===== config.mk =====
export PLATFORM = sky130hd
export DESIGN_NAME = usb_ep_handshake
export DESIGN_NICKNAME = d
export VERILOG_FILES = /design/src/rtl/usbhs_pkg.sv /design/src/rtl/usbhs_addr_reg.sv /design/src/rtl/usbhs_in_sel.sv /design/src/rtl/usbhs_out_sel.sv /design/src/rtl/usb_ep_handshake.sv
export SDC_FILE = /design/constraint.sdc
export NUM_CORES = 1
export LEC_CHECK = 0
export BUFFER_PORTS_ARGS = -buffer_cell sky130_fd_sc_hd__buf_2
export CORE_MARGIN = 5
export CORE_UTILIZATION = 35
export DETAILED_ROUTE_END_ITERATION = 16
export HOLD_SLACK_MARGIN = 0.12
export SLEW_MARGIN = 25
export SYNTH_ARGS = -nofsm -noshare
export SYNTH_HDL_FRONTEND = slang
export SYNTH_HIERARCHICAL = 1
export SYNTH_SLANG_ARGS = --single-unit

===== constraint.sdc =====
create_clock -name clk -period 2.25 [get_ports clk]
set_input_delay 0.225 -clock clk [delete_from_list [all_inputs] [get_ports clk]]
set_output_delay 0.225 -clock clk [all_outputs]
set_load 0.02 [all_outputs]

===== src/rtl/usbhs_pkg.sv =====
package usbhs_pkg;

    typedef enum logic [1:0] {
        TK_OUT   = 2'd0,
        TK_IN    = 2'd1,
        TK_SETUP = 2'd2,
        TK_RSVD  = 2'd3
    } tok_e;

    typedef enum logic [2:0] {
        HS_NONE  = 3'd0,
        HS_ACK   = 3'd1,
        HS_NAK   = 3'd2,
        HS_STALL = 3'd3,
        HS_DATA0 = 3'd4,
        HS_DATA1 = 3'd5
    } hs_e;

    typedef enum logic [1:0] {
        PH_IDLE      = 2'd0,
        PH_WAIT_DATA = 2'd1,
        PH_WAIT_ACK  = 2'd2
    } phase_e;

endpackage


===== src/rtl/usbhs_addr_reg.sv =====
module usbhs_addr_reg #(
    parameter int ADDR_W = 7
) (
    input  logic              clk,
    input  logic              rst_n,
    input  logic              we,
    input  logic [ADDR_W-1:0] wdata,
    input  logic [ADDR_W-1:0] tok_addr,
    output logic              match
);
    logic [ADDR_W-1:0] addr_d, addr_q;

    always_comb begin
        addr_d = we ? wdata : addr_q;
    end

    always_ff @(posedge clk) begin
        if (!rst_n) addr_q <= '0;
        else        addr_q <= addr_d;
    end

    // the compare uses the register value from before any same-cycle write
    assign match = (tok_addr == addr_q);

    p_addr_hold_r1: assert property (@(posedge clk) disable iff (!rst_n)
        !we |=> $stable(addr_q));

endmodule


===== src/rtl/usbhs_in_sel.sv =====
module usbhs_in_sel
    import usbhs_pkg::*;
#(
    parameter int N_EP    = 3,
    parameter int EPN_W   = 2,
    parameter int CNT_W   = 4,
    parameter int MAX_LEN = 8,
    parameter int LEN_W   = $clog2(MAX_LEN + 1)
) (
    input  logic [EPN_W-1:0]      ep,
    input  logic [N_EP-1:0]       present,
    input  logic [N_EP-1:0]       tx_rdy,
    input  logic [N_EP-1:0]       stall,
    input  logic [N_EP-1:0]       tgl,
    input  logic [N_EP*CNT_W-1:0] cnt_flat,
    output hs_e                   kind,
    output logic [LEN_W-1:0]      len,
    output logic                  send
);
    logic [N_EP-1:0] hit_v;
    logic [LEN_W-1:0] len_a [N_EP];

    for (genvar i = 0; i < N_EP; i++) begin : g_ep
        logic [CNT_W-1:0] cnt_c;
        assign cnt_c    = cnt_flat[i*CNT_W +: CNT_W];
        assign hit_v[i] = present[i] && (ep == EPN_W'(i));
        assign len_a[i] = (cnt_c > CNT_W'(MAX_LEN)) ? LEN_W'(MAX_LEN) : LEN_W'(cnt_c);
    end

    always_comb begin
        kind = HS_NONE;
        len  = '0;
        send = 1'b0;
        for (int i = 0; i < N_EP; i++) begin
            if (hit_v[i]) begin
                if (stall[i]) begin
                    kind = HS_STALL;
                end else if (tx_rdy[i]) begin
                    kind = tgl[i] ? HS_DATA1 : HS_DATA0;
                    len  = len_a[i];
                    send = 1'b1;
                end else begin
                    kind = HS_NAK;
                end
            end
        end
    end

endmodule


===== src/rtl/usbhs_out_sel.sv =====
module usbhs_out_sel
    import usbhs_pkg::*;
#(
    parameter int CNT_W = 4
) (
    input  logic             setup,
    input  logic             crc_ok,
    input  logic             pid1,
    input  logic [CNT_W-1:0] cnt,
    input  logic             stall0,
    input  logic             ctl_read,
    input  logic             rx_rdy,
    output hs_e              kind,
    output logic             store,
    output logic             crc_bad
);
    always_comb begin
        kind    = HS_NONE;
        store   = 1'b0;
        crc_bad = 1'b0;
        if (!crc_ok) begin
            crc_bad = 1'b1;
        end else if (setup) begin
            kind  = HS_ACK;
            store = 1'b1;
        end else if (stall0) begin
            kind = HS_STALL;
        end else if (ctl_read && (!pid1 || cnt != '0)) begin
            kind = HS_STALL;
        end else if (!rx_rdy) begin
            kind = HS_NAK;
        end else begin
            kind  = HS_ACK;
            store = 1'b1;
        end
    end

endmodule


===== src/rtl/usb_ep_handshake.sv =====
module usb_ep_handshake
    import usbhs_pkg::*;
#(
    parameter int ADDR_W  = 7,
    parameter int EPN_W   = 2,
    parameter int N_EP    = 3,
    parameter int CNT_W   = 4,
    parameter int MAX_LEN = 8,
    localparam int LEN_W  = $clog2(MAX_LEN + 1)
) (
    input  logic                  clk,
    input  logic                  rst_n,
    input  logic                  tok_valid,
    input  logic [1:0]            tok_pid,
    input  logic [ADDR_W-1:0]     tok_addr,
    input  logic [EPN_W-1:0]      tok_ep,
    input  logic                  dat_valid,
    input  logic                  dat_pid1,
    input  logic [CNT_W-1:0]      dat_cnt,
    input  logic                  dat_crc_ok,
    input  logic                  host_ack,
    input  logic                  fw_addr_we,
    input  logic [ADDR_W-1:0]     fw_addr_wdata,
    input  logic                  fw_rx_arm,
    input  logic [N_EP-1:0]       fw_tx_arm,
    input  logic                  fw_rx_irq_clr,
    input  logic [N_EP-1:0]       fw_tx_irq_clr,
    input  logic [N_EP-1:0]       ep_stall,
    input  logic [N_EP-2:0]       ep_cfg,
    input  logic                  ctl_read,
    input  logic [N_EP-1:0]       tx_tgl,
    input  logic [N_EP*CNT_W-1:0] tx_cnt,
    output logic [2:0]            resp_kind,
    output logic [EPN_W-1:0]      resp_ep,
    output logic [LEN_W-1:0]      resp_len,
    output logic                  rx_store,
    output logic [CNT_W-1:0]      rx_cnt,
    output logic                  rx_rdy,
    output logic [N_EP-1:0]       tx_rdy,
    output logic                  irq_rx,
    output logic [N_EP-1:0]       irq_tx,
    output logic                  st_dir,
    output logic                  st_setup,
    output logic                  st_tgl,
    output logic                  st_err
);
    typedef struct packed {
        phase_e           phase;
        logic             setup_pend;
        logic [EPN_W-1:0] ack_ep;
        logic             rx_rdy;
        logic [N_EP-1:0]  tx_rdy;
        logic             irq_rx;
        logic [N_EP-1:0]  irq_tx;
        logic             st_dir;
        logic             st_setup;
        logic             st_tgl;
        logic             st_err;
        logic [CNT_W-1:0] rx_cnt;
        hs_e              kind;
        logic [EPN_W-1:0] ep;
        logic [LEN_W-1:0] len;
        logic             store;
    } state_t;

    state_t s_d, s_q;

    logic             addr_hit;
    hs_e              in_kind, out_kind;
    logic [LEN_W-1:0] in_len;
    logic             in_send, out_store, out_crc_bad;
    logic [N_EP-1:0]  present;

    assign present = {ep_cfg, 1'b1};

    usbhs_addr_reg #(.ADDR_W(ADDR_W)) u_addr (
        .clk(clk), .rst_n(rst_n), .we(fw_addr_we), .wdata(fw_addr_wdata),
        .tok_addr(tok_addr), .match(addr_hit)
    );

    usbhs_in_sel #(.N_EP(N_EP), .EPN_W(EPN_W), .CNT_W(CNT_W), .MAX_LEN(MAX_LEN), .LEN_W(LEN_W)) u_in (
        .ep(tok_ep), .present(present), .tx_rdy(s_q.tx_rdy), .stall(ep_stall),
        .tgl(tx_tgl), .cnt_flat(tx_cnt), .kind(in_kind), .len(in_len), .send(in_send)
    );

    usbhs_out_sel #(.CNT_W(CNT_W)) u_out (
        .setup(s_q.setup_pend), .crc_ok(dat_crc_ok), .pid1(dat_pid1), .cnt(dat_cnt),
        .stall0(ep_stall[0]), .ctl_read(ctl_read), .rx_rdy(s_q.rx_rdy),
        .kind(out_kind), .store(out_store), .crc_bad(out_crc_bad)
    );

    always_comb begin
        s_d       = s_q;
        s_d.kind  = HS_NONE;
        s_d.ep    = '0;
        s_d.len   = '0;
        s_d.store = 1'b0;
        // firmware writes first; bus events below take precedence
        if (fw_rx_arm)     s_d.rx_rdy = 1'b1;
        if (fw_rx_irq_clr) s_d.irq_rx = 1'b0;
        s_d.tx_rdy = s_q.tx_rdy | fw_tx_arm;
        s_d.irq_tx = s_q.irq_tx & ~fw_tx_irq_clr;

        if (tok_valid) begin
            s_d.phase = PH_IDLE;
            if (addr_hit) begin
                if (tok_pid == TK_IN) begin
                    s_d.kind = in_kind;
                    s_d.len  = in_len;
                    s_d.ep   = (in_kind != HS_NONE) ? tok_ep : '0;
                    if (in_send) begin
                        s_d.phase  = PH_WAIT_ACK;
                        s_d.ack_ep = tok_ep;
                    end
                    if (tok_ep == '0) begin
                        s_d.st_dir   = 1'b1;
                        s_d.st_setup = 1'b0;
                    end
                end else if ((tok_pid == TK_OUT || tok_pid == TK_SETUP) && tok_ep == '0) begin
                    s_d.phase      = PH_WAIT_DATA;
                    s_d.setup_pend = (tok_pid == TK_SETUP);
                end
            end
        end else if (dat_valid && s_q.phase == PH_WAIT_DATA) begin
            s_d.phase = PH_IDLE;
            s_d.kind  = out_kind;
            if (out_crc_bad) s_d.st_err = 1'b1;
            if (out_store) begin
                s_d.store    = 1'b1;
                s_d.rx_cnt   = dat_cnt;
                s_d.st_tgl   = dat_pid1;
                s_d.st_setup = s_q.setup_pend;
                s_d.st_dir   = 1'b0;
                s_d.st_err   = 1'b0;
                s_d.rx_rdy   = 1'b0;
                s_d.irq_rx   = 1'b1;
            end
        end else if (host_ack && s_q.phase == PH_WAIT_ACK) begin
            s_d.phase = PH_IDLE;
            for (int i = 0; i < N_EP; i++) begin
                if (s_q.ack_ep == EPN_W'(i)) begin
                    s_d.tx_rdy[i] = 1'b0;
                    s_d.irq_tx[i] = 1'b1;
                end
            end
        end
    end

    always_ff @(posedge clk) begin
        if (!rst_n) s_q <= '0;
        else        s_q <= s_d;
    end

    assign resp_kind = s_q.kind;
    assign resp_ep   = s_q.ep;
    assign resp_len  = s_q.len;
    assign rx_store  = s_q.store;
    assign rx_cnt    = s_q.rx_cnt;
    assign rx_rdy    = s_q.rx_rdy;
    assign tx_rdy    = s_q.tx_rdy;
    assign irq_rx    = s_q.irq_rx;
    assign irq_tx    = s_q.irq_tx;
    assign st_dir    = s_q.st_dir;
    assign st_setup  = s_q.st_setup;
    assign st_tgl    = s_q.st_tgl;
    assign st_err    = s_q.st_err;

    p_rdy_fall_store_r3: assert property (@(posedge clk) disable iff (!rst_n)
        $fell(s_q.rx_rdy) |-> s_q.store);

    p_refuse_no_store_r4: assert property (@(posedge clk) disable iff (!rst_n)
        (s_q.kind == HS_NAK || s_q.kind == HS_STALL) |-> !s_q.store);

    p_data_had_ready_r5: assert property (@(posedge clk) disable iff (!rst_n)
        (s_q.kind == HS_DATA0 || s_q.kind == HS_DATA1) |->
            (|($past(s_q.tx_rdy) & (N_EP'(1) << s_q.ep))) && (int'(s_q.len) <= MAX_LEN));

    p_err_silent_r10: assert property (@(posedge clk) disable iff (!rst_n)
        $rose(s_q.st_err) |-> (s_q.kind == HS_NONE && !s_q.store));

    p_len_only_data_r12: assert property (@(posedge clk) disable iff (!rst_n)
        !(s_q.kind == HS_DATA0 || s_q.kind == HS_DATA1) |-> s_q.len == '0);

    for (genvar i = 0; i < N_EP; i++) begin : g_chk
        p_tx_fall_irq_r6: assert property (@(posedge clk) disable iff (!rst_n)
            $fell(s_q.tx_rdy[i]) |-> s_q.irq_tx[i]);
    end

endmodule


==> reports/qor.csv <==
metric,value,unit
hold crit path type,input pin to flip-flop,
first-pass GRT wire length,8.54,mm
register area share after synthesis,0.388,
initial DRC count,49,
Root Buffer,clkbuf_8,
Pleak,1.08,nW
synth warn,6,
Avg WL per Cell,14.4,um
Layout Skew,0.00551,ns
GRT overflow,0,
simple-gate area share of the yosys netlist,0.249,
RSZ-0062 raised after global routing,false,
status,finished clean,
PwrDens,594,nW/um^2
drt via density,4.95,
maximum fanout along the worst path,7,
n_diodes,0,
DR vias,1741,
number of hold buffers added after cts,0,
Final Hold Viols,0,
async set or reset register ratio after synthesis,0,
total routed wirelength,5.07,mm
measured slew at the worst slew-check pin,0.533,ns
depth of the CTS H-tree,2,
"CTS clk-pin slew, worst paths",0.08,ns
Setup TNS,0,ns
CTS tree,built,
Die Span Y,84.9,um
Non-Filler Instances,352,
I/O pin total,85,
Main synth FF type,dfxtp_1,
Mean Syn Cell Area,9.22,um^2
clock sink total,38,
area growth from synthesis to final layout,22.5,%
CTS Buffer Depth,2,
Power Total,1.43,mW
largest family of logic cells by synthesized area,simple AND/OR/NAND/NOR gates,
Worst Path Required,2.47,ns
fin nets,338,
buffers and inverters on the worst path,1,
Worst EP arrival,1.92,ns
Std-Cell Rows,27,
Resized cells post-CTS,0,
RePlAce Congestion,0.728,
Synth Area in Compound Gates,0.180,
Initial Utilization,0.359,
largest area contributor in the netlist,dfxtp_1,
Fillers,586,
final worst-path cycle share,0.756,
adder-cell area share of the yosys netlist,0,
critical path class,flip-flop to flip-flop,
CP startpoint kind,flip-flop,
multi-input combinational cell area,986,um^2
Final setup viols,0,
Worst Setup End Kind,flip-flop,
antenna-violating nets left,0,
PortBufs,84,
Final Max Slew Viols,0,
CP top delay family,simple AND/OR/NAND/NOR gates,
post-CTS setup buffers,0,
largest net degree at the start of global routing,25,
DRC violations left,0,
Pre-Repair DR Iteration Count,4,
vias in the first global route,1833,
mux contribution to synthesized area,0.0357,
Final Critical Period,1.70,ns
"Clk Latency, worst-skew pair",0.29,ns
initial antenna violation count,1,
synth top area cells,"dfxtp_1 39%, buf_4 8.4%, nor2b_1 4.1%",
number of synthesized flops with an enable pin,0,
GRT Resource Usage Total,0.145,
area share of the largest cell type after synthesis,0.388,
Cells after Synth,213,
register area,761,um^2
MaxCap Viol Count,0,
critical-path cell list,xnor2_1 -> nand4_1 -> nor4_2 -> buf_4 -> and4b_1 -> nand3_1 -> a21oi_1,
slowest library cell on the worst path,and4b_1,
Num CTS Buffers,5,
mapped cell area,1960,um^2
Die X,84.9,um
worst vdd rail ir drop,0.000219,V
Peak Freq,588,MHz
CP max stage delay,0.37,ns
die area,7210,um^2
post-synthesis xor/xnor area fraction,0.0312,
post-DP HPWL,3.87,mm
DP Cell Count,344,
Yosys reg bits,38,
Worst slew margin,0.644,
core area,5470,um^2
Yosys cell types,56,
layout cell share with drive strength beyond 1,0.364,
## stage by stage
step,setup slack (ns),utilization,hold slack (ns),area [um^2]
after floorplan,0.604,-,0.353,1970
after global placement,0.389,0.420,0.451,2300
after detailed placement,0.366,0.420,0.461,2300
after CTS,0.500,0.439,0.176,2400
after global routing,0.334,0.439,0.180,2400
final,0.550,0.439,0.186,2400
## synthesized netlist by cell type (2+ instances only)
master	instances
inv_1	7
and3_1	4
buf_4	22
o21ai_0	10
nand3b_1	2
nor4b_2	3
a221o_1	2
xnor2_1	4
o211ai_1	2
nand2_1	2
mux2i_1	7
nor2b_1	13
conb_1	2
a21oi_1	13
nor2_1	10
nor4_1	3
clkbuf_1	3
a32oi_1	2
nand4_1	2
nand3_1	8
nor3_1	5
o311a_1	2
nor4b_1	3
nand2b_1	6
o21a_1	3
a32o_1	3
dfxtp_1	38
inv_2	2
xor2_1	3
## flip-flops by register name, indices dropped and copies added, names as in the netlist, 2 cells and up
name,flops
u_addr/addr_q,7
s_q,5
resp_len,4
rx_cnt,4
irq_tx,3
resp_kind,3
tx_rdy,3
resp_ep,2
## final timing paths
check             slack, ns       end        startpoint  cells after the start
hold reg to reg        0.47  st_setup          st_setup                      2
hold / removal         0.19    irq_rx     fw_rx_irq_clr                      3
setup / recovery       0.55   s_q[26]  u_addr/addr_q[3]                      7
setup reg to reg       0.55   s_q[26]  u_addr/addr_q[3]                      7
## placed cells by master (no fill, tap or decap), drive strengths merged, types with 2 or more instances in the layout
cell type,count
nor2b,13
a311oi,2
nor3,5
inv,9
a21oi,13
nor2,11
o311a,2
clkbuf,7
o21a,3
a221o,2
xor2,3
a32o,3
nor4b,6
nor3b,2
mux2i,7
buf,85
nand3,8
xnor2,4
or3b,2
and3,4
nor4,4
o21ai,10
nand2b,6
nand4,2
nand3b,2
o211ai,2
dfxtp,38
a32oi,2
nand2,2
conb,3
## tightest hold or removal path, delay by kind of cell
family / cells / cell delay (ns)
AND/OR/NAND/NOR: 1 / 0.08
AO/OA/AOI/OAI: 1 / 0.05
buffers and inverters: 1 / 0.07
## power by group
part	switching, mW	internal [mW]
Sequential	0.0101	0.685
Combinational	0.0842	0.0786
Clock	0.239	0.332
Total	0.333	1.10
## routing by layer
layer  global-route usage  part of all wire
met1                0.169              0.44
met3               0.0515             0.063
met4               0.0561             0.017
met2                0.244              0.48
met5                    0            0.0014
## cells by family (layout without fill, tap and decap cells)
kind of cell	count (synthesis)	after routing
other	2	3
buffers and inverters	36	102
AND/OR/NAND/NOR	74	74
AO/OA/AOI/OAI	49	49
flip-flops	38	38
multiplexers	7	7
XOR/XNOR	7	7
## final cells by class
class / instances / area share
flip-flops and latches: 38 / 0.316
clock inverters: 1 / 0.0125
well taps: 72 / 0.0375
inverters: 9 / 0.0140
repair buffers: 85 / 0.178
clock buffers: 7 / 0.0317
multi-input cells: 140 / 0.410
(Power assumes the default switching activity.)
